## src/rtl/dac_pacer_pkg.sv

```systemverilog
package dac_pacer_pkg;
  localparam int ADDR_W = 2;
  localparam logic [ADDR_W-1:0] ADDR_DATA   = 2'd0;
  localparam logic [ADDR_W-1:0] ADDR_CTRL   = 2'd1;
  localparam logic [ADDR_W-1:0] ADDR_RELOAD = 2'd2;

  localparam int BIT_FLAG = 0;
  localparam int BIT_DBUF = 1;
  localparam int BIT_CNT  = 2;
  localparam int BIT_DMA  = 3;

  typedef struct packed {
    logic dma_en;
    logic cnt_en;
    logic dbuf_en;
  } ctrl_t;
endpackage

```

## src/rtl/dac_pacer_timer.sv

```systemverilog
module dac_pacer_timer #(
  parameter int CNT_W = 16
) (
  input  logic             clk,
  input  logic             rst_n,
  input  logic             tick,
  input  logic             cnt_en,
  input  logic [CNT_W-1:0] reload,
  output logic             timeout
);
  logic [CNT_W-1:0] count_q, count_d;
  logic             armed_q, armed_d;

  always_comb begin
    count_d = count_q;
    armed_d = armed_q;
    timeout = 1'b0;
    if (!cnt_en) begin
      armed_d = 1'b0;
    end else if (tick) begin
      if (!armed_q) begin
        count_d = reload;
        armed_d = 1'b1;
      end else if (count_q == '0) begin
        count_d = reload;
        timeout = 1'b1;
      end else begin
        count_d = count_q - 1'b1;
      end
    end
  end

  always_ff @(posedge clk or negedge rst_n) begin
    if (!rst_n) begin
      count_q <= '0;
      armed_q <= 1'b0;
    end else begin
      count_q <= count_d;
      armed_q <= armed_d;
    end
  end
endmodule

```

## src/rtl/dac_pacer_buffer.sv

```systemverilog
module dac_pacer_buffer #(
  parameter int CODE_W = 10
) (
  input  logic              clk,
  input  logic              rst_n,
  input  logic              data_we,
  input  logic [CODE_W-1:0] wdata,
  input  logic              staged,
  input  logic              timeout,
  output logic [CODE_W-1:0] code
);
  logic [CODE_W-1:0] stage_q, stage_d;
  logic [CODE_W-1:0] code_q, code_d;

  always_comb begin
    stage_d = data_we ? wdata : stage_q;
    code_d  = code_q;
    if (staged) begin
      if (timeout) code_d = stage_q;
    end else if (data_we) begin
      code_d = wdata;
    end
  end

  always_ff @(posedge clk or negedge rst_n) begin
    if (!rst_n) begin
      stage_q <= '0;
      code_q  <= '0;
    end else begin
      stage_q <= stage_d;
      code_q  <= code_d;
    end
  end

  assign code = code_q;
endmodule

```

## src/rtl/dac_pacer_regs.sv

```systemverilog
module dac_pacer_regs
  import dac_pacer_pkg::*;
#(
  parameter int BUS_W  = 32,
  parameter int CNT_W  = 16,
  parameter int CODE_W = 10
) (
  input  logic              clk,
  input  logic              rst_n,
  input  logic              bus_wr,
  input  logic [ADDR_W-1:0] bus_addr,
  input  logic [BUS_W-1:0]  bus_wdata,
  input  logic              timeout,
  input  logic [CODE_W-1:0] code,
  output ctrl_t             ctrl,
  output logic              flag,
  output logic [CNT_W-1:0]  reload,
  output logic [BUS_W-1:0]  bus_rdata
);
  ctrl_t            ctrl_q, ctrl_d;
  logic             flag_q, flag_d;
  logic [CNT_W-1:0] reload_q, reload_d;
  logic             wr_data, wr_ctrl, wr_reload;
  logic             unused_hi;

  assign unused_hi = ^bus_wdata[BUS_W-1:CNT_W];
  assign wr_data   = bus_wr && (bus_addr == ADDR_DATA);
  assign wr_ctrl   = bus_wr && (bus_addr == ADDR_CTRL);
  assign wr_reload = bus_wr && (bus_addr == ADDR_RELOAD);

  always_comb begin
    ctrl_d   = ctrl_q;
    reload_d = reload_q;
    flag_d   = flag_q;
    if (wr_ctrl) begin
      ctrl_d.dbuf_en = bus_wdata[BIT_DBUF];
      ctrl_d.cnt_en  = bus_wdata[BIT_CNT];
      ctrl_d.dma_en  = bus_wdata[BIT_DMA];
    end
    if (wr_reload) reload_d = bus_wdata[CNT_W-1:0];
    if (timeout)      flag_d = 1'b1;
    else if (wr_data) flag_d = 1'b0;
  end

  always_ff @(posedge clk or negedge rst_n) begin
    if (!rst_n) begin
      ctrl_q   <= '0;
      flag_q   <= 1'b0;
      reload_q <= '0;
    end else begin
      ctrl_q   <= ctrl_d;
      flag_q   <= flag_d;
      reload_q <= reload_d;
    end
  end

  always_comb begin
    bus_rdata = '0;
    case (bus_addr)
      ADDR_DATA:   bus_rdata[CODE_W-1:0] = code;
      ADDR_CTRL: begin
        bus_rdata[BIT_FLAG] = flag_q;
        bus_rdata[BIT_DBUF] = ctrl_q.dbuf_en;
        bus_rdata[BIT_CNT]  = ctrl_q.cnt_en;
        bus_rdata[BIT_DMA]  = ctrl_q.dma_en;
      end
      ADDR_RELOAD: bus_rdata[CNT_W-1:0] = reload_q;
      default:     bus_rdata = '0;
    endcase
  end

  assign ctrl   = ctrl_q;
  assign flag   = flag_q;
  assign reload = reload_q;
endmodule

```

## src/rtl/dac_pacer.sv

```systemverilog
module dac_pacer
  import dac_pacer_pkg::*;
#(
  parameter int BUS_W  = 32,
  parameter int CNT_W  = 16,
  parameter int CODE_W = 10
) (
  input  logic              clk,
  input  logic              rst_n,
  input  logic              tick,
  input  logic              bus_wr,
  input  logic [1:0]        bus_addr,
  input  logic [BUS_W-1:0]  bus_wdata,
  output logic [BUS_W-1:0]  bus_rdata,
  output logic [CODE_W-1:0] dac_code,
  output logic              dma_req
);
  ctrl_t            ctrl;
  logic             flag;
  logic [CNT_W-1:0] reload;
  logic             timeout;
  logic             staged;
  logic             data_we;

  assign data_we = bus_wr && (bus_addr == ADDR_DATA);
  assign staged  = ctrl.dbuf_en && ctrl.cnt_en;
  assign dma_req = flag && ctrl.dma_en;

  dac_pacer_regs #(.BUS_W(BUS_W), .CNT_W(CNT_W), .CODE_W(CODE_W)) u_regs (
    .clk       (clk),
    .rst_n     (rst_n),
    .bus_wr    (bus_wr),
    .bus_addr  (bus_addr),
    .bus_wdata (bus_wdata),
    .timeout   (timeout),
    .code      (dac_code),
    .ctrl      (ctrl),
    .flag      (flag),
    .reload    (reload),
    .bus_rdata (bus_rdata)
  );

  dac_pacer_timer #(.CNT_W(CNT_W)) u_timer (
    .clk     (clk),
    .rst_n   (rst_n),
    .tick    (tick),
    .cnt_en  (ctrl.cnt_en),
    .reload  (reload),
    .timeout (timeout)
  );

  dac_pacer_buffer #(.CODE_W(CODE_W)) u_buffer (
    .clk     (clk),
    .rst_n   (rst_n),
    .data_we (data_we),
    .wdata   (bus_wdata[CODE_W-1:0]),
    .staged  (staged),
    .timeout (timeout),
    .code    (dac_code)
  );
endmodule

```

## config.mk

```make
export PLATFORM = sky130hd
export DESIGN_NAME = dac_pacer
export DESIGN_NICKNAME = d
export VERILOG_FILES = /design/src/rtl/dac_pacer_pkg.sv /design/src/rtl/dac_pacer_timer.sv /design/src/rtl/dac_pacer_buffer.sv /design/src/rtl/dac_pacer_regs.sv /design/src/rtl/dac_pacer.sv
export SDC_FILE = /design/constraint.sdc
export NUM_CORES = 1
export LEC_CHECK = 0
export ABC_CLOCK_PERIOD_IN_PS = 2800
export BUFFER_PORTS_ARGS = -buffer_cell sky130_fd_sc_hd__clkbuf_2
export CAP_MARGIN = 0
export CORE_MARGIN = 2
export CORE_UTILIZATION = 53
export CTS_CLUSTER_DIAMETER = 100
export CTS_CLUSTER_SIZE = 16
export DETAILED_ROUTE_END_ITERATION = 10
export PLACE_DENSITY = 0.78
export SYNTH_ARGS = -nofsm -noshare
export SYNTH_HDL_FRONTEND = slang
export SYNTH_SLANG_ARGS = --single-unit
```

## constraint.sdc

```tcl
create_clock -name clk -period 2.8 [get_ports clk]
set_input_delay 0.7 -clock clk [delete_from_list [all_inputs] [get_ports clk]]
set_output_delay 0.7 -clock clk [all_outputs]
set_load 0.1 [all_outputs]
```

==> flow_summary.toml <==
[yosys]
yosysSeqAreaShare_pct = 45.5
yosysTopAreaCell = "dfrtp_1"
ys.flop_type = "dfrtp_1"
ys_ff_latch = 57
synthCells = 294
ys_warn_count = 0
syn_area_sq_mm = 0.00313
synth_edf_count = 0
async_reset_ff_share_pct = 100
ys_types = 54
synth.area.top_cells = "dfrtp_1, mux2_2, mux2i_1, buf_4, o221a_2"
synth_top_area_share_pct = 45.5
avgSynthCellArea_sq_um = 10.7

[die]
die_x_microns = 80.9
initial_core_util_pct = 53.9
die_h_microns = 80.9
dieArea_sq_mm = 0.00654
core-area_sq_mm = 0.00582
num_rows = 28
num_io_pins = 81

[clock_network]
root_buffer = "clkbuf_8"
holdBufCountCts = 0
cts_max_level = 3
clk_latency_ns = 0.34
cts.repair.resized = 0
cts_setup_buffers = 0
clkTransAtPathRegs_ns = 0.07
cts_tree = "built"
cts_sinks = 57
clk_path_buf_depth = 2
numCtsBuffers = 9

[power_and_ir_drop]
ir_worst_vdd_uv = 665
power_density_mw_per_mm2 = 919
p_total_mw = 3.53
p_leak_nw = 1.67

[grt]
use_met1_pct = 31.9
grt_pass1_vias = 2409
track_usage_pct = 24.3
grt_antenna_before_repair = 0
met3_usage_pct = 5.78
use_met2_pct = 39.5
grt_busiest_layer = "met2"
grt_max_degree = 58
grt-ovfl-total = 0
grt_pass1_wl_mm = 12.0

[placement]
post-place-ws_ns = 0.276
dp.cells = 416
placed_area_sq_mm = 0.00362
gp_congestion = 0.911
io_buffers = 48
hpwl_mm = 4.94

[layout]
drive_gt1_share_pct = 38.9
fin_area_sq_mm = 0.00384
postLayoutCoreUtil_pct = 66.0
syn_to_final_growth_pct = 22.5
regArea_sq_mm = 0.00143
stdcell_count = 432
antennaDiodeCount = 0
fillers = 471
final_nets = 392
multi_input_area_sq_mm = 0.00155

[sta]
hold_viol = 0
setup_viol = 0
fin_hold_ws_ns = 0.479
fmax_mhz = 408
skew_ns = 0.00398
final.setup.worst_slack_ns = 0.347
slew_viol_final = 0
rsz0062_at_grt = "false"
tightest_slew_ns = 0.727
finalSetupTns_ns = 0
fin_crit_ns = 2.45
finalCritPeriodShare_pct = 87.6
slew_headroom_pct = 51.5

[setup_path]
cp_slowest_cell = "or4_1"
crit_chain = "inv_1 > ha_1 > nor4b_1 > nand2_1 > or4_1 > o221a_2"
cp_max_fo = 10
path_class = "flip-flop to flip-flop"
end_kind = "flip-flop"
cp-start-kind = "flip-flop"
max_stage_delay_ns = 0.75
cp.buffers_inverters = 1
crit_required_ns = 3.03
reg2reg_slack_ns = 0.35
crit_family = "simple AND/OR/NAND/NOR gates"
worstPathArrival_ns = 2.68

[routing]
via_per_inst = 5.73
drt_first_pass_iters = 4
wl_mm = 7.23
antenna_left = 0
initialDrtViolationCount = 178
route.detailed.drc = 0
wire_per_inst_microns = 16.7
vias = 2475

[job]
maxCapViolations = 0

[worst_hold_path]
hp-class = "input port to asynchronous set/reset pin"

[status]
outcome = "finished clean"
[routing by layer]
metal	part of all wire, %	routed length, microns
met1	44	3200
met2	49	3570
met3	5.4	393
met4	0.86	62
met5	0	0
[cell usage in the layout (no fill, tap or decap), types with 3 or more instances in the layout]
cell type and count:
mux2i_1 15, clkbuf_8 12, nor2_1 12, buf_4 23
and2_1 7, inv_1 6, nor3_1 3, nand4_1 3
or2_2 10, nand3_1 8, o221a_2 10, nand2_1 27
or3_1 3, buf_12 10, a2bb2oi_1 4, mux2_2 29
o211ai_1 3, a211o_1 3, nor4_1 4, o21ai_0 7
a21oi_1 6, dfrtp_1 57, clkbuf_2 32, conb_1 16
[cell usage after synthesis (4+ instances only)]
| cell type | instances |
|---|---|
| nand3_1 | 8 |
| o221a_2 | 10 |
| clkbuf_1 | 11 |
| and2_1 | 7 |
| nand2_1 | 27 |
| mux2i_1 | 15 |
| or2_2 | 10 |
| a2bb2oi_1 | 4 |
| inv_1 | 6 |
| nor2_1 | 12 |
| buf_4 | 16 |
| dfrtp_1 | 57 |
| nor4_1 | 4 |
| a21oi_1 | 6 |
| o21ai_0 | 11 |
| mux2_2 | 29 |
[sequential cells by signal (all words and copies together), names as in the netlist]
| register | count |
|---|---|
| u_regs.ctrl | 3 |
| u_buffer.code | 10 |
| u_timer.count_q | 16 |
| u_regs.flag | 1 |
| u_timer.armed_q | 1 |
| u_regs.reload | 16 |
| u_buffer.stage_q | 10 |
[worst register-to-register path, stage by stage, from the launching register on]
cell	delay, ns
dfrtp_1	0.40
inv_1	0.12
ha_1	0.19
nor4b_1	0.42
nand2_1	0.11
or4_1	0.75
o221a_2	0.37
[power breakdown]
group          leakage [nW]  switching, mW  internal, mW
clock network         0.105          0.342         0.482
registers             0.665          0.262          1.05
logic                 0.903          0.923         0.467
total                  1.67           1.53          2.00
[cell type report]
cell class                      count  share of cell area, %
Multi-Input combinational cell    213                   40.3
Clock inverter                      4                   1.30
Sequential cell                    57                   37.2
Timing Repair Buffer               65                   13.9
Tap cell                           75                   2.45
Clock buffer                       12                   4.30
Inverter                            6                  0.587
[worst paths after layout]
path	from	end	depth (start not counted)
min	rst_n	u_regs.reload[13]$_DFFE_PN0P_	2
min in group clk	u_buffer.stage_q[4]$_DFFE_PN0P_	u_buffer.stage_q[4]$_DFFE_PN0P_	1
max reg2reg	u_timer.count_q[0]$_DFFE_PN0P_	u_buffer.code[5]$_DFFE_PN0P_	6
max in group asynchronous	rst_n	u_regs.reload[14]$_DFFE_PN0P_	2
max	u_timer.count_q[0]$_DFFE_PN0P_	u_buffer.code[5]$_DFFE_PN0P_	6
min reg2reg	u_buffer.stage_q[4]$_DFFE_PN0P_	u_buffer.stage_q[4]$_DFFE_PN0P_	1
[kinds of logic after synthesis]
family | after synthesis | share of synthesized area [%]
and+or+nand+nor | 96 | 16.7
AOI/OAI and AO/OA | 55 | 14.5
other | 1 | 0.120
adders and majority gates | 2 | 0.799
muxes | 44 | 15.2
buffers and inverters | 39 | 7.15
DFF | 57 | 45.5
Power figures use the tool's default switching activity.
